[config.mk]
export PLATFORM = sky130hd
export DESIGN_NAME = pflash_cmd_seq
export DESIGN_NICKNAME = d
export VERILOG_FILES = /design/src/rtl/pflash_pkg.sv /design/src/rtl/pflash_step_dec.sv /design/src/rtl/pflash_bus_phy.sv /design/src/rtl/pflash_poll_chk.sv /design/src/rtl/pflash_cmd_seq.sv
export SDC_FILE = /design/constraint.sdc
export NUM_CORES = 1
export LEC_CHECK = 0
export ABC_AREA = 0
export BUFFER_PORTS_ARGS = -buffer_cell sky130_fd_sc_hd__buf_2
export CORE_ASPECT_RATIO = 0.9
export CORE_UTILIZATION = 30
export CTS_BUF_LIST = sky130_fd_sc_hd__clkbuf_16
export DETAILED_ROUTE_END_ITERATION = 6
export SYNTH_ARGS = -nofsm -noshare
export SYNTH_HDL_FRONTEND = slang
export SYNTH_SLANG_ARGS = --single-unit
[constraint.sdc]
create_clock -name clk_i -period 2 [get_ports clk_i]
set_input_delay 0 -clock clk_i [delete_from_list [all_inputs] [get_ports clk_i]]
set_output_delay 0 -clock clk_i [all_outputs]
set_load 0.03 [all_outputs]
[src/rtl/pflash_pkg.sv]
package pflash_pkg;
  typedef enum logic [1:0] {
    OP_PROG = 2'd0,
    OP_SECT = 2'd1,
    OP_CHIP = 2'd2,
    OP_ID   = 2'd3
  } op_e;

  localparam logic [14:0] UNLK_A1 = 15'h5555;
  localparam logic [14:0] UNLK_A2 = 15'h2AAA;
  localparam logic [7:0]  K_UNLK1 = 8'hAA;
  localparam logic [7:0]  K_UNLK2 = 8'h55;
  localparam logic [7:0]  K_PROG  = 8'hA0;
  localparam logic [7:0]  K_ERSU  = 8'h80;
  localparam logic [7:0]  K_SECT  = 8'h30;
  localparam logic [7:0]  K_CHIP  = 8'h10;
  localparam logic [7:0]  K_IDEN  = 8'h90;
  localparam logic [7:0]  K_IDEX  = 8'hF0;

  function automatic int ns_to_cyc(int ns, int clk_ns);
    int c;
    c = (ns + clk_ns - 1) / clk_ns;
    return (c < 1) ? 1 : c;
  endfunction

  function automatic int imax(int a, int b);
    return (a > b) ? a : b;
  endfunction

  function automatic logic [2:0] seq_len(op_e op);
    case (op)
      OP_PROG: return 3'd4;
      OP_ID:   return 3'd3;
      default: return 3'd6;
    endcase
  endfunction
endpackage

[src/rtl/pflash_step_dec.sv]
module pflash_step_dec
  import pflash_pkg::*;
#(
  parameter int AW = 18
) (
  input  op_e             op_i,
  input  logic [2:0]      idx_i,
  input  logic            exit_i,
  input  logic [AW-1:0]   addr_i,
  input  logic [15:0]     data_i,
  output logic [AW-1:0]   a_o,
  output logic [15:0]     d_o
);
  localparam logic [AW-1:0] A1 = AW'(UNLK_A1);
  localparam logic [AW-1:0] A2 = AW'(UNLK_A2);

  always_comb begin
    a_o = A1;
    d_o = {8'h00, K_UNLK1};
    if (exit_i) begin
      d_o = {8'h00, K_IDEX};
    end else begin
      case (idx_i)
        3'd0, 3'd3: begin
          if (op_i == OP_PROG && idx_i == 3'd3) begin
            a_o = addr_i;
            d_o = data_i;
          end
        end
        3'd1, 3'd4: begin
          a_o = A2;
          d_o = {8'h00, K_UNLK2};
        end
        3'd2: begin
          case (op_i)
            OP_PROG: d_o = {8'h00, K_PROG};
            OP_ID:   d_o = {8'h00, K_IDEN};
            default: d_o = {8'h00, K_ERSU};
          endcase
        end
        default: begin
          if (op_i == OP_SECT) begin
            a_o = addr_i;
            d_o = {8'h00, K_SECT};
          end else begin
            d_o = {8'h00, K_CHIP};
          end
        end
      endcase
    end
  end
endmodule

[src/rtl/pflash_bus_phy.sv]
module pflash_bus_phy
  import pflash_pkg::*;
#(
  parameter int AW     = 18,
  parameter int N_AS   = 1,
  parameter int N_LOW  = 9,
  parameter int N_HOLD = 9,
  parameter int N_OEH  = 15,
  parameter int N_RD   = 12
) (
  input  logic          clk_i,
  input  logic          rst_ni,
  input  logic          go_i,
  input  logic          wr_i,
  input  logic [AW-1:0] addr_i,
  input  logic [15:0]   wdata_i,
  output logic          done_o,
  output logic [15:0]   rdata_o,
  output logic          we_no,
  output logic          oe_no,
  output logic [AW-1:0] addr_o,
  output logic [15:0]   dq_o,
  output logic          dq_oe_o,
  input  logic [15:0]   dq_i
);
  localparam int NMAX = imax(imax(imax(N_AS, N_LOW), imax(N_HOLD, N_OEH)), N_RD);
  localparam int CW   = $clog2(NMAX + 1);

  typedef enum logic [2:0] {P_IDLE, P_WSU, P_WLO, P_WHD, P_RGAP, P_RLO} pst_e;

  pst_e          st;
  logic [CW-1:0] cnt;
  logic          last;

  assign last = (cnt == CW'(1));

  always_ff @(posedge clk_i or negedge rst_ni) begin
    if (!rst_ni) begin
      st      <= P_IDLE;
      cnt     <= '0;
      we_no   <= 1'b1;
      oe_no   <= 1'b1;
      addr_o  <= '0;
      dq_o    <= '0;
      dq_oe_o <= 1'b0;
      done_o  <= 1'b0;
      rdata_o <= '0;
    end else begin
      done_o <= 1'b0;
      if (st != P_IDLE) cnt <= cnt - CW'(1);
      case (st)
        P_IDLE: if (go_i) begin
          addr_o <= addr_i;
          if (wr_i) begin
            dq_o    <= wdata_i;
            dq_oe_o <= 1'b1;
            cnt     <= CW'(N_AS);
            st      <= P_WSU;
          end else begin
            cnt <= CW'(N_OEH);
            st  <= P_RGAP;
          end
        end
        P_WSU: if (last) begin
          we_no <= 1'b0;
          cnt   <= CW'(N_LOW);
          st    <= P_WLO;
        end
        P_WLO: if (last) begin
          we_no <= 1'b1;
          cnt   <= CW'(N_HOLD);
          st    <= P_WHD;
        end
        P_WHD: if (last) begin
          dq_oe_o <= 1'b0;
          done_o  <= 1'b1;
          st      <= P_IDLE;
        end
        P_RGAP: if (last) begin
          oe_no <= 1'b0;
          cnt   <= CW'(N_RD);
          st    <= P_RLO;
        end
        P_RLO: if (last) begin
          rdata_o <= dq_i;
          oe_no   <= 1'b1;
          done_o  <= 1'b1;
          st      <= P_IDLE;
        end
        default: st <= P_IDLE;
      endcase
    end
  end


  wr_hold_chk: assert property (@(posedge clk_i) disable iff (!rst_ni)
    (!we_no && $past(!we_no)) |-> ($stable(addr_o) && $stable(dq_o)));

  wr_drive_chk: assert property (@(posedge clk_i) disable iff (!rst_ni)
    !we_no |-> dq_oe_o);

  rd_no_drive_chk: assert property (@(posedge clk_i) disable iff (!rst_ni)
    !oe_no |-> !dq_oe_o);

  rd_addr_chk: assert property (@(posedge clk_i) disable iff (!rst_ni)
    (!oe_no && $past(!oe_no)) |-> $stable(addr_o));
endmodule

[src/rtl/pflash_poll_chk.sv]
module pflash_poll_chk #(
  parameter int LIMIT = 1000000
) (
  input  logic        clk_i,
  input  logic        rst_ni,
  input  logic        start_i,
  input  logic        sample_i,
  input  logic        mode_i,
  input  logic        exp_b7_i,
  input  logic [15:0] rdata_i,
  output logic        hit_o,
  output logic        tmo_o
);
  localparam int TW = $clog2(LIMIT + 1);

  logic          have_prev;
  logic          prev_b6;
  logic          active;
  logic [TW-1:0] cnt;

  assign hit_o = mode_i ? (rdata_i[7] == exp_b7_i)
                        : (have_prev && (rdata_i[6] == prev_b6));
  assign tmo_o = (cnt >= TW'(LIMIT));

  always_ff @(posedge clk_i or negedge rst_ni) begin
    if (!rst_ni) begin
      have_prev <= 1'b0;
      prev_b6   <= 1'b0;
      active    <= 1'b0;
      cnt       <= '0;
    end else if (start_i) begin
      have_prev <= 1'b0;
      active    <= 1'b1;
      cnt       <= '0;
    end else begin
      if (active && !tmo_o) cnt <= cnt + TW'(1);
      if (sample_i) begin
        have_prev <= 1'b1;
        prev_b6   <= rdata_i[6];
        if (hit_o || tmo_o) active <= 1'b0;
      end
    end
  end


  tmo_sat_chk: assert property (@(posedge clk_i) disable iff (!rst_ni)
    (tmo_o && !start_i) |=> tmo_o);

  prev_src_chk: assert property (@(posedge clk_i) disable iff (!rst_ni)
    $rose(have_prev) |-> $past(sample_i));
endmodule

[src/rtl/pflash_cmd_seq.sv]
module pflash_cmd_seq
  import pflash_pkg::*;
#(
  parameter int AW         = 18,
  parameter int CLK_NS     = 10,
  parameter int T_AS_NS    = 10,
  parameter int T_AH_NS    = 50,
  parameter int T_WP_NS    = 90,
  parameter int T_WPH_NS   = 90,
  parameter int T_DS_NS    = 50,
  parameter int T_DH_NS    = 10,
  parameter int T_OEH_NS   = 150,
  parameter int T_ACC_NS   = 120,
  parameter int T_OE_NS    = 50,
  parameter int POLL_LIMIT = 1000000
) (
  input  logic          clk_i,
  input  logic          rst_ni,
  input  logic          cmd_valid_i,
  output logic          cmd_ready_o,
  input  logic [1:0]    cmd_op_i,
  input  logic [AW-1:0] cmd_addr_i,
  input  logic [15:0]   cmd_data_i,
  input  logic          cmd_poll_i,
  output logic          rsp_valid_o,
  output logic          rsp_err_o,
  output logic [15:0]   rsp_data_o,
  input  logic          rsp_ack_i,
  output logic          flash_ce_no,
  output logic          flash_we_no,
  output logic          flash_oe_no,
  output logic [AW-1:0] flash_addr_o,
  output logic [15:0]   flash_dq_o,
  output logic          flash_dq_oe_o,
  input  logic [15:0]   flash_dq_i
);
  localparam int N_AS   = ns_to_cyc(T_AS_NS, CLK_NS);
  localparam int N_LOW  = imax(imax(ns_to_cyc(T_WP_NS, CLK_NS), ns_to_cyc(T_DS_NS, CLK_NS)),
                               ns_to_cyc(T_AH_NS, CLK_NS));
  localparam int N_HOLD = imax(ns_to_cyc(T_WPH_NS, CLK_NS), ns_to_cyc(T_DH_NS, CLK_NS));
  localparam int N_OEH  = ns_to_cyc(T_OEH_NS, CLK_NS);
  localparam int N_RD   = imax(ns_to_cyc(T_ACC_NS, CLK_NS), ns_to_cyc(T_OE_NS, CLK_NS));

  typedef enum logic [2:0] {S_IDLE, S_WR, S_POLL, S_IDRD, S_IDEX, S_RSP} st_e;

  st_e           st;
  logic          pend;
  logic [2:0]    idx;
  op_e           op_q;
  logic [AW-1:0] addr_q;
  logic [15:0]   data_q;
  logic          mode_q;
  logic          accept;

  logic          phy_go, phy_wr, phy_done;
  logic [AW-1:0] phy_addr, step_a;
  logic [15:0]   step_d, phy_rdata;
  logic          poll_hit, poll_tmo, poll_sample;

  assign cmd_ready_o = (st == S_IDLE);
  assign accept      = cmd_valid_i && cmd_ready_o;
  assign phy_go      = (st == S_WR || st == S_POLL || st == S_IDRD || st == S_IDEX) && !pend;
  assign phy_wr      = (st == S_WR || st == S_IDEX);
  assign poll_sample = phy_done && (st == S_POLL);

  always_comb begin
    case (st)
      S_POLL:  phy_addr = addr_q;
      S_IDRD:  phy_addr = AW'(idx[0]);
      default: phy_addr = step_a;
    endcase
  end

  pflash_step_dec #(.AW(AW)) u_step (
    .op_i   (op_q),
    .idx_i  (idx),
    .exit_i (st == S_IDEX),
    .addr_i (addr_q),
    .data_i (data_q),
    .a_o    (step_a),
    .d_o    (step_d)
  );

  pflash_bus_phy #(
    .AW(AW), .N_AS(N_AS), .N_LOW(N_LOW), .N_HOLD(N_HOLD), .N_OEH(N_OEH), .N_RD(N_RD)
  ) u_phy (
    .clk_i   (clk_i),
    .rst_ni  (rst_ni),
    .go_i    (phy_go),
    .wr_i    (phy_wr),
    .addr_i  (phy_addr),
    .wdata_i (step_d),
    .done_o  (phy_done),
    .rdata_o (phy_rdata),
    .we_no   (flash_we_no),
    .oe_no   (flash_oe_no),
    .addr_o  (flash_addr_o),
    .dq_o    (flash_dq_o),
    .dq_oe_o (flash_dq_oe_o),
    .dq_i    (flash_dq_i)
  );

  pflash_poll_chk #(.LIMIT(POLL_LIMIT)) u_poll (
    .clk_i    (clk_i),
    .rst_ni   (rst_ni),
    .start_i  (accept),
    .sample_i (poll_sample),
    .mode_i   (mode_q),
    .exp_b7_i ((op_q == OP_PROG) ? data_q[7] : 1'b1),
    .rdata_i  (phy_rdata),
    .hit_o    (poll_hit),
    .tmo_o    (poll_tmo)
  );

  always_ff @(posedge clk_i or negedge rst_ni) begin
    if (!rst_ni) begin
      st          <= S_IDLE;
      pend        <= 1'b0;
      idx         <= '0;
      op_q        <= OP_PROG;
      addr_q      <= '0;
      data_q      <= '0;
      mode_q      <= 1'b0;
      flash_ce_no <= 1'b1;
      rsp_valid_o <= 1'b0;
      rsp_err_o   <= 1'b0;
      rsp_data_o  <= '0;
    end else begin
      if (phy_go) pend <= 1'b1;
      case (st)
        S_IDLE: if (accept) begin
          op_q        <= op_e'(cmd_op_i);
          addr_q      <= cmd_addr_i;
          data_q      <= cmd_data_i;
          mode_q      <= cmd_poll_i;
          idx         <= '0;
          pend        <= 1'b0;
          flash_ce_no <= 1'b0;
          st          <= S_WR;
        end
        S_WR: if (phy_done) begin
          pend <= 1'b0;
          if (idx == seq_len(op_q) - 3'd1) begin
            idx <= '0;
            st  <= (op_q == OP_ID) ? S_IDRD : S_POLL;
          end else begin
            idx <= idx + 3'd1;
          end
        end
        S_POLL: if (phy_done) begin
          pend <= 1'b0;
          if (poll_hit || poll_tmo) begin
            rsp_err_o   <= !poll_hit;
            rsp_data_o  <= phy_rdata;
            rsp_valid_o <= 1'b1;
            flash_ce_no <= 1'b1;
            st          <= S_RSP;
          end
        end
        S_IDRD: if (phy_done) begin
          pend <= 1'b0;
          if (!idx[0]) begin
            rsp_data_o[7:0] <= phy_rdata[7:0];
            idx             <= 3'd1;
          end else begin
            rsp_data_o[15:8] <= phy_rdata[7:0];
            idx              <= '0;
            st               <= S_IDEX;
          end
        end
        S_IDEX: if (phy_done) begin
          pend        <= 1'b0;
          rsp_err_o   <= 1'b0;
          rsp_valid_o <= 1'b1;
          flash_ce_no <= 1'b1;
          st          <= S_RSP;
        end
        S_RSP: if (rsp_ack_i) begin
          rsp_valid_o <= 1'b0;
          st          <= S_IDLE;
        end
        default: st <= S_IDLE;
      endcase
    end
  end


  we_oe_excl_chk: assert property (@(posedge clk_i) disable iff (!rst_ni)
    !(!flash_we_no && !flash_oe_no));

  we_needs_ce_chk: assert property (@(posedge clk_i) disable iff (!rst_ni)
    !flash_we_no |-> !flash_ce_no);

  idle_ce_chk: assert property (@(posedge clk_i) disable iff (!rst_ni)
    cmd_ready_o |-> (flash_ce_no && flash_we_no && flash_oe_no));

  rsp_hold_chk: assert property (@(posedge clk_i) disable iff (!rst_ni)
    (rsp_valid_o && !rsp_ack_i) |=> (rsp_valid_o && $stable(rsp_err_o) && $stable(rsp_data_o)));

  ready_excl_chk: assert property (@(posedge clk_i) disable iff (!rst_ni)
    rsp_valid_o |-> !cmd_ready_o);

  cmd_ign_chk: assert property (@(posedge clk_i) disable iff (!rst_ni)
    (cmd_valid_i && !cmd_ready_o) |=> ($stable(addr_q) && $stable(data_q)));
endmodule

# Yosys cells after proc, flatten, opt, wreduce, memory -nomap -nowiden
# Index checks and enable logic that the tools add are counted.
classes:
  shift: 0
  n_reduce_logical: 52
  n_addsub: 4
  n_lt_le_gt_ge: 1
  bitwise_logic: 1
  mux: 82
  mul: 0
  eq_ne: 38
  div_mod_pow: 0
op_table:
  columns: ["cell", "count"]
  rows:
  - ["16-bit two-way mux", 5]
  - ["3-bit two-way mux", 21]
  - ["18-bit two-way mux", 3]
  - ["18-bit case mux with 3 select lines", 1]
  - ["16-bit case mux with 3 select lines", 1]
  - ["20-bit two-way mux", 2]
  - ["18-bit case mux with 2 select lines", 1]
  - ["16-bit case mux with 2 select lines", 1]
  - ["1-bit two-way mux", 26]
  - ["2-bit by 1-bit != test with 1-bit output (second input constant)", 13]
  - ["5-bit AND reduction", 5]
  - ["20-bit by 1-bit adder with 20-bit output (second input constant)", 1]
  - ["20-bit >= comparator (second input constant)", 1]
  - ["4-bit two-way mux", 5]
  - ["3-bit by 2-bit equality test with 1-bit output (second input constant)", 6]
  - ["3-bit case mux with 6 select lines", 1]
  - ["8-bit two-way mux", 2]
  - ["2-bit nonzero test", 8]
  - ["3-bit equality test (second input constant)", 5]
  - ["3-bit case mux with 5 select lines", 1]
  - ["4-bit case mux with 3 select lines", 1]
  - ["6-bit case mux with 2 select lines", 1]
  - ["4-bit AND reduction", 3]
  - ["3-bit nonzero test", 4]
  - ["other kinds (26)", 60]
word_totals:
  ramBits: 0
  reg_bits: 147
  in_bits: 57
  latch_bits: 0
  mem_bits_ro: 0
  elab_cells: 203
  memories: 0

# Longest topological paths before layout
# Gate-level depths: netlist (run 1).
depth:
  depth_word: 9
  ltp_mapped: 8

# By module
# Synthesis (run 1) repeated with hierarchy kept, for this count alone.
unflattened:
  cells_unflattened: 710
  area_unflattened_um2: 7661.1
modules_own_cells:
  columns: ["mod", "cells_per_inst", "instances", "seq_area_each_um2", "area_each_um2"]
  rows:
  - ["pflash_cmd_seq", 289, 1, 1577.8, 3105.5]
  - ["pflash_bus_phy", 186, 1, 1529.0, 2633.8]
  - ["pflash_poll_chk", 153, 1, 575.6, 1410.1]
  - ["pflash_step_dec", 82, 1, 0.0, 511.7]

# Least setup slack after synthesis (run 1)
# No wires, ideal clock.
synth_timing:
  path_type: "reg2reg"
  from: "register st[0]"
  to: "register u_poll.cnt[0]"
  arrival_ns: 2.132
  n_path_buf: 3
  path_slack_ns: -0.264
  stages_incl_launch_ff: 7
  path_cell_list: "dfrtp_1 -> buf_2 -> nor3_1 -> and2_1 -> buf_2 -> buf_1 -> nor2_1"
synth_via:
  elab_chain_cells: 3
  elab_cells_between_ends: 4
synth_rtl:
  columns: ["element", "line_no", "text"]
  rows:
  - ["from (decl)", "pflash_cmd_seq.sv:46", "st_e st;"]
  - ["from (signal assigned)", "pflash_cmd_seq.sv:145", "st <= (op_q == OP_ID) ? S_IDRD : S_POLL;"]
  - ["3-bit logical NOT *", "pflash_cmd_seq.sv:60", "assign cmd_ready_o = (st == S_IDLE);"]
  - ["net cmd_ready_o", "pflash_cmd_seq.sv:20", "output logic cmd_ready_o,"]
  - ["1-bit logical AND *", "pflash_cmd_seq.sv:61", "assign accept = cmd_valid_i && cmd_ready_o;"]
  - ["20-bit two-way mux / 2-bit nonzero test (equally long branches)", null, null]
  - ["to (signal assigned)", "pflash_poll_chk.sv:36", "if (active && !tmo_o) cnt <= cnt + TW'(1);"]
  - ["to (decl)", "pflash_poll_chk.sv:19", "logic [TW-1:0] cnt;"]
# The timed path passes the listed nets; every way through them passes the cells marked *.
# A chain may end at the register's enable or synchronous reset.

# Final worst setup path (run 1)
layout_timing:
  from: "register op_q[1]"
  to: "register rsp_data_o[1]"
layout_via:
  elab_chain_cells: 7
layout_rtl:
  columns: ["element", "line_no", "text"]
  rows:
  - ["from (decl)", "pflash_cmd_seq.sv:49", "op_e op_q;"]
  - ["from (signal assigned)", "pflash_cmd_seq.sv:132", "op_q <= op_e'(cmd_op_i);"]
  - ["2-bit logical NOT", "pflash_cmd_seq.sv:109", ".exp_b7_i ((op_q == OP_PROG) ? data_q[7] : 1'b1),"]
  - ["1-bit two-way mux", "pflash_cmd_seq.sv:109", null]
  - ["1-bit equality test", "pflash_poll_chk.sv:21", "assign hit_o = mode_i ? (rdata_i[7] == exp_b7_i)"]
  - ["1-bit two-way mux", "pflash_poll_chk.sv:21", null]
  - ["1-bit logical OR", "pflash_cmd_seq.sv:152", "if (poll_hit || poll_tmo) begin"]
  - ["2-bit by 1-bit != test with 1-bit output (no source line)", null, null]
  - ["5-bit AND reduction (no source line)", null, null]
  - ["to (signal assigned)", "pflash_cmd_seq.sv:154", "rsp_data_o <= phy_rdata;"]
  - ["to (signal assigned)", "pflash_cmd_seq.sv:163", "rsp_data_o[7:0] <= phy_rdata[7:0];"]
  - ["to (decl)", "pflash_cmd_seq.sv:27", "output logic [15:0] rsp_data_o,"]
# Every way passes these cells.

==> results of run 1 <==
[critical path: stages (launching register included)]
cell	delay, ns
sky130_fd_sc_hd__dfrtp_1	0.39
sky130_fd_sc_hd__inv_2	0.08
sky130_fd_sc_hd__ha_4	0.15
sky130_fd_sc_hd__nand2b_4	0.06
sky130_fd_sc_hd__xnor2_1	0.14
sky130_fd_sc_hd__buf_4	0.15
sky130_fd_sc_hd__a221oi_4	0.33
sky130_fd_sc_hd__a21oi_4	0.10
sky130_fd_sc_hd__buf_12	0.15
sky130_fd_sc_hd__mux2_2	0.27
[flip-flops by register name (all words and copies together), names as in the netlist, 2 cells and up]
register / cells
st: 3
data_q: 16
u_phy.st: 3
u_phy.cnt: 4
idx: 3
op_q: 2
u_poll.cnt: 20
u_phy.rdata_o: 16
addr_q: 18
u_phy.dq_o: 16
u_phy.addr_o: 18
rsp_data_o: 16
[per-layer routing]
layer / vias to the layer above / GRT usage, % / wire (µm)
li1: 2862 / - / -
met1: 2799 / 22.7 / 9180
met2: 129 / 24.0 / 8190
met3: 12 / 3.49 / 805
met4: 0 / 4.15 / 157
met5: - / 0 / 0
[where the power goes]
| part | switching [mW] | total (mW) | internal (mW) |
|---|---|---|---|
| Clock | 1.26 | 2.95 | 1.69 |
| Combinational | 2.92 | 5.03 | 2.11 |
| Sequential | 0.640 | 4.60 | 3.96 |
| Total | 4.82 | 12.6 | 7.76 |
[placed cells by master, fill, tap and decap left out, types with 5 or more instances in the layout]
cell,instances
sky130_fd_sc_hd__nand4_1,5
sky130_fd_sc_hd__xnor2_1,8
sky130_fd_sc_hd__buf_4,66
sky130_fd_sc_hd__mux2_2,40
sky130_fd_sc_hd__o31ai_1,6
sky130_fd_sc_hd__nor2_1,42
sky130_fd_sc_hd__dlygate4sd3_1,56
sky130_fd_sc_hd__inv_1,22
sky130_fd_sc_hd__ha_1,11
sky130_fd_sc_hd__clkbuf_16,17
sky130_fd_sc_hd__a22o_1,12
sky130_fd_sc_hd__and3_1,5
sky130_fd_sc_hd__o21ai_0,30
sky130_fd_sc_hd__a31oi_1,5
sky130_fd_sc_hd__or3_1,5
sky130_fd_sc_hd__nand2_1,170
sky130_fd_sc_hd__buf_2,112
sky130_fd_sc_hd__nor2b_1,6
sky130_fd_sc_hd__nand2b_1,8
sky130_fd_sc_hd__a221o_1,7
sky130_fd_sc_hd__a21oi_1,37
sky130_fd_sc_hd__dfrtp_1,142
sky130_fd_sc_hd__nand3_1,9
[logic make-up (layout without fill, tap and decap cells)]
| logic type | Yosys count | after routing | synth area share [%] |
|---|---|---|---|
| adder cells (fa/ha/maj) | 14 | 14 | 2.49 |
| AO/OA/AOI/OAI | 143 | 143 | 14.8 |
| flip-flops | 147 | 147 | 53.1 |
| AND/OR/NAND/NOR | 282 | 282 | 18.3 |
| XOR/XNOR | 12 | 12 | 1.51 |
| buffers and inverters | 53 | 295 | 3.17 |
| multiplexers | 41 | 41 | 6.64 |
[stage by stage]
step           std cells  TNS, ns  util, %  hold WS [ns]
4_1_cts             1229        0     41.8        0.0479
5_1_grt             1231   -0.153     42.1        0.0755
3_5_place_dp        1140    -1.12     36.8       -0.0611
2_1_floorplan        692        0        -        -0.296
3_3_place_gp        1140   -0.437     36.8       -0.0551
6_report            1231        0     42.1        0.0493
[repair_timing]
action                     in CTS  in global routing
hold buffers                   56                  0
buffers inserted                1                  2
resized for setup               4                 17
gates cloned                    0                  0
hold endpoints to repair      200                  0
setup endpoints to repair      23                 41
pin swaps                       3                  4
[path summary, 6_finish.rpt]
kind / start / to / slack [ns] / cells past startpoint
setup reg to reg: op_q[1]$_DFFE_PN0P_ / rsp_data_o[1]$_DFFE_PN0P_ / 0.06 / 9
min in group clk_i: cmd_addr_i[16] / addr_q[16]$_DFFE_PN0P_ / 0.31 / 4
hold reg to reg: data_q[3]$_DFFE_PN0P_ / data_q[3]$_DFFE_PN0P_ / 0.47 / 2
max in group asynchronous: rst_ni / u_phy.oe_no$_DFFE_PN1P_ / 1.26 / 3
hold / removal: rst_ni / data_q[2]$_DFFE_PN0P_ / 0.05 / 2
setup / recovery: op_q[1]$_DFFE_PN0P_ / rsp_data_o[1]$_DFFE_PN0P_ / 0.06 / 9
[final cells by class]
class | count | area, µm²
fillers | 2170 | 13100
flip-flops and latches | 147 | 3680
multi-input cells | 492 | 3110
repair buffers | 239 | 1710
clock buffers | 17 | 425
well taps | 297 | 372
clock inverters | 15 | 114
inverters | 24 | 90.1
==> flow_summary.yaml, run 1 <==
outcome:
  status: "finished, final reports clean"
placed_design:
  place.port_buffers: 113
  detailedPlacementHpwl_um: 12800
  dpl_worst_slack_ns: -0.0827
  routabilityCongestion: 0.832
  dpl-instance-area_mm2: 0.00830
global_routing:
  grt_pass1_vias: 5725
  globalRoute.totalOverflow: 0
  grt.total_usage_pct: 15.8
  pin_count_of_the_biggest_net_entering_global_routing: 46
  antenna_found_initial: 0
  wire_length_of_the_first_global_routing_pass_um: 29700
clock_network:
  clkSinkCount: 147
  cts-root-buf: "sky130_fd_sc_hd__clkbuf_16"
  clk-insertion-delay-late_ns: 0.42
  h-tree-depth: 4
  path_clk_slew_ns: 0.06
  tritoncts_clock_tree: "done"
  cts_buffers: 17
  ctsLongestPathBuffers: 2
route:
  detail-route-antenna-nets: 0
  dr.first_iter.drc_count: 347
  post-route-drc-count: 0
  postRouteWirelength_um: 18300
  vias_per_cell: 4.71
  overall_via_count_from_detail_route: 5802
  detail_route.wl_per_cell_um: 14.9
  first_pass_iters: 5
sta:
  setup-violations-final: 0
  final_critical_path_setup_slack_ns: 0.0626
  layout_min_cycle_time_ns: 1.94
  maxClockFrequency_mhz: 516
  hold_violations: 0
  setup_repair_after_global_routing_missed_its_margin: "true"
  finClkSkew_ns: 0.0117
  tightest_slew_ns: 0.783
  final_min_period_over_clock_period_pct: 96.9
  final_max_slew_viol_count: 0
  max_slew_margin_vs_limit_pct: 47.5
floorplan:
  ioPinCount: 114
  start_util_pct: 30.7
  design.die.area_mm2: 0.0237
  die_width_um: 162
  rows: 52
  core-area_mm2: 0.0226
  die_h_um: 146
worst_setup_path:
  worstSetupStartpointType: "flip-flop"
  critical_path_required_ns: 2.30
  start_to_end_type_of_the_worst_setup_path: "reg2reg"
  critPathArrivalTime_ns: 2.24
  cp_max_fo: 8
  cp-end-kind: "flip-flop"
job:
  max_cap_viol_count: 0
synthesis:
  syn-num-nets: 762
  post_synth_instance_area_mm2: 0.00694
  postSynthAreaPerCell_um2: 10.0
  yosys.area.top_type: "sky130_fd_sc_hd__dfrtp_1"
  synth.distinct_cells: 71
  synth.top_cell.area_share_pct: 51.9
  synth-seq-cells: 147
  postSynth.topFlopCell: "sky130_fd_sc_hd__dfrtp_1"
  synth-edff-count: 0
  synthArstFlopShare_pct: 100
  synth_top_cells_by_area: "sky130_fd_sc_hd__dfrtp_1, sky130_fd_sc_hd__nand2_1, sky130_fd_sc_hd__mux2_2, sky130_fd_sc_hd__a21oi_1, sky130_fd_sc_hd__ha_1"
  synthesis.yosys.warnings: 0
  synth_commonest_cells: "sky130_fd_sc_hd__nand2_1, sky130_fd_sc_hd__dfrtp_1, sky130_fd_sc_hd__nor2_1"
  post_synth_inst_count: 692
  synth-seq-area-share_pct: 53.1
  synthMostInstantiatedCell: "sky130_fd_sc_hd__nand2_1"
finish:
  area_growth_pct: 36.9
  design.final.nets: 991
  post_route_cell_area_mm2: 0.00950
  final_layout_size_suffix_gt1_share_pct: 30.9
  antennaDiodeCount: 0
pwr:
  power.total_mw: 12.6
  power.density_mw_per_mm2: 1320
  vdd_ir_drop_max_mv: 0.819
  static-leakage-power_nw: 4.58
worst_hold_path:
  worstHoldPathType: "in2async"
(Power assumes the default switching activity.)
==> run 2: changes to the inputs <==
- HOLD_SLACK_MARGIN: unset -> 0.05
- SLEW_MARGIN: unset -> 10
==> run 2 against run 1 <==
Total power hardly changed. Register-to-register slack hardly changed. Highest routed layer unchanged. First-iteration DRC count is 3.2% higher.
==> flow_summary.yaml, run 2 (same netlist as run 1, synthesis figures left out) <==
worst_setup_path:
  r2r_setup_slack_ns: 0.06
  cp.depth: 9
  reg2reg_from: "op_q[1]$_DFFE_PN0P_"
  cp_max_fo: 8
  path_delay_family: "compound AO/OA/AOI/OAI gates"
  worstSetupStartpointType: "flip-flop"
  start_to_end_type_of_the_worst_setup_path: "reg2reg"
  timing.critical_path.from: "op_q[1]$_DFFE_PN0P_"
  critPathArrivalTime_ns: 2.24
  cp_cell_sequence: "inv_2 -> ha_4 -> nand2b_4 -> xnor2_1 -> buf_4 -> a221oi_4 -> a21oi_4 -> buf_12 -> mux2_2"
  critical_path.n_buffers_inverters: 3
  r2r_cells: 9
  crit_path_end: "rsp_data_o[1]$_DFFE_PN0P_"
  crit_path_max_incr_delay_ns: 0.39
  worst_path_max_delay_cell: "sky130_fd_sc_hd__dfrtp_1"
  cp-end-kind: "flip-flop"
  critical_path_required_ns: 2.30
  rr_endpoint: "rsp_data_o[1]$_DFFE_PN0P_"
global_routing:
  antenna_found_initial: 0
  grt.total_usage_pct: 15.9
  grt_pass1_vias: 5749
  pin_count_of_the_biggest_net_entering_global_routing: 46
  wire_length_of_the_first_global_routing_pass_um: 29800
  globalRoute.totalOverflow: 0
floorplan:
  die_h_um: 146
  design.die.area_mm2: 0.0237
  core-area_mm2: 0.0226
  start_util_pct: 30.7
  ioPinCount: 114
  rows: 52
  die_width_um: 162
route:
  postRouteWirelength_um: 18300
  dr_wl_met2_um: 8200
  route.met3.wl_um: 792
  overall_via_count_from_detail_route: 5793
  drt-met1-wl_um: 9210
  first_pass_iters: 5
  detail-route-antenna-nets: 0
  dr.first_iter.drc_count: 358
  maxUsedRoutingLayer: "met4"
  post-route-drc-count: 0
  detail_route.wl_per_cell_um: 14.9
  vias_per_cell: 4.70
pwr:
  static-leakage-power_nw: 4.59
  power.density_mw_per_mm2: 1320
  power.total_mw: 12.6
  vdd_ir_drop_max_mv: 0.819
finish:
  reg.largest.list: "u_poll.cnt (20), addr_q (18), u_phy.addr_o (18)"
  antennaDiodeCount: 0
  design.final.nets: 993
  post_route_cell_area_mm2: 0.00952
  max_flop_register: "u_poll.cnt"
  post-route-util_pct: 42.2
  final_layout_size_suffix_gt1_share_pct: 30.9
  layout.cells.most_common_list: "sky130_fd_sc_hd__nand2_1, sky130_fd_sc_hd__dfrtp_1, sky130_fd_sc_hd__buf_2"
  area_growth_pct: 37.2
  mostFrequentLayoutCell: "sky130_fd_sc_hd__nand2_1"
  largest_register_ff_count: 20
  layout.cells.non_filler: 1233
clock_network:
  clkSinkCount: 147
  ctsLongestPathBuffers: 2
  cts-root-buf: "sky130_fd_sc_hd__clkbuf_16"
  cts_buffers: 17
  h-tree-depth: 4
  path_clk_slew_ns: 0.06
  clk-insertion-delay-late_ns: 0.42
  tritoncts_clock_tree: "done"
placed_design:
  place.port_buffers: 113
  routabilityCongestion: 0.832
  detailedPlacementHpwl_um: 12800
  placed_cells_incl_taps: 1140
  dpl-instance-area_mm2: 0.00830
  dpl_worst_slack_ns: -0.0827
sta:
  setup-violations-final: 0
  final_max_slew_viol_count: 0
  layout_min_cycle_time_ns: 1.94
  hold_violations: 0
  tightest_slew_ns: 0.783
  final_min_period_over_clock_period_pct: 96.9
  max_slew_margin_vs_limit_pct: 47.5
  setup_repair_after_global_routing_missed_its_margin: "true"
  final.hold.worst_slack_ns: 0.305
  maxClockFrequency_mhz: 516
  final_critical_path_setup_slack_ns: 0.0616
  totalNegativeSetupSlack_ns: 0
  finClkSkew_ns: 0.0122
worst_hold_path:
  hold-path-cell-count: 4
  hp-start: "cmd_data_i[2]"
  worstHoldPathType: "in2reg"
job:
  max_cap_viol_count: 0
outcome:
  status: "finished, final reports clean"
==> run 2: cell count changes in the layout (fill, tap and decap cells not counted), sizes merged <==
cell	before	now
dlygate4sd3	56	58
==> run 2: area by class of cell <==
class	instances	area (µm²)
fill	2168	13100
sequential	147	3680
multi-input combinational	492	3110
timing repair buffer	241	1730
clock buffer	17	425
tap	297	372
clock inverter	15	114
inverter	24	90.1
==> run 2: timing repair <==
item,4_1_cts,5_1_grt
resized for setup,4,17
buffers inserted,1,2
setup endpoints to repair,23,41
hold buffers,58,0
endpoints found under the hold margin,202,0
pin swaps,3,4
==> run 2: layer usage <==
metal	up-vias	GRT usage, %
li1	2866	-
met1	2796	22.7
met2	121	24.1
met3	10	3.49
met4	0	4.15
met5	-	0
==> run 2: worst min-delay path, stage by stage <==
cell	delay [ns]
sky130_fd_sc_hd__dlygate4sd3_1	0.51
sky130_fd_sc_hd__buf_2	0.09
sky130_fd_sc_hd__nand2_1	0.04
sky130_fd_sc_hd__nand2_1	0.05
==> run 2: how the worst min path moves through the flow <==
stage,endpoint
global route,addr_q[6]$_DFFE_PN0P_
CTS,data_q[10]$_DFFE_PN0P_
global placement,data_q[2]$_DFFE_PN0P_
floorplan,addr_q[0]$_DFFE_PN0P_
detailed placement,data_q[2]$_DFFE_PN0P_
finish,data_q[2]$_DFFE_PN0P_
==> run 2: power by group <==
part	internal (mW)	switching [mW]
combinational	2.11	2.92
sequential	3.96	0.641
clock	1.69	1.26
total	7.76	4.82
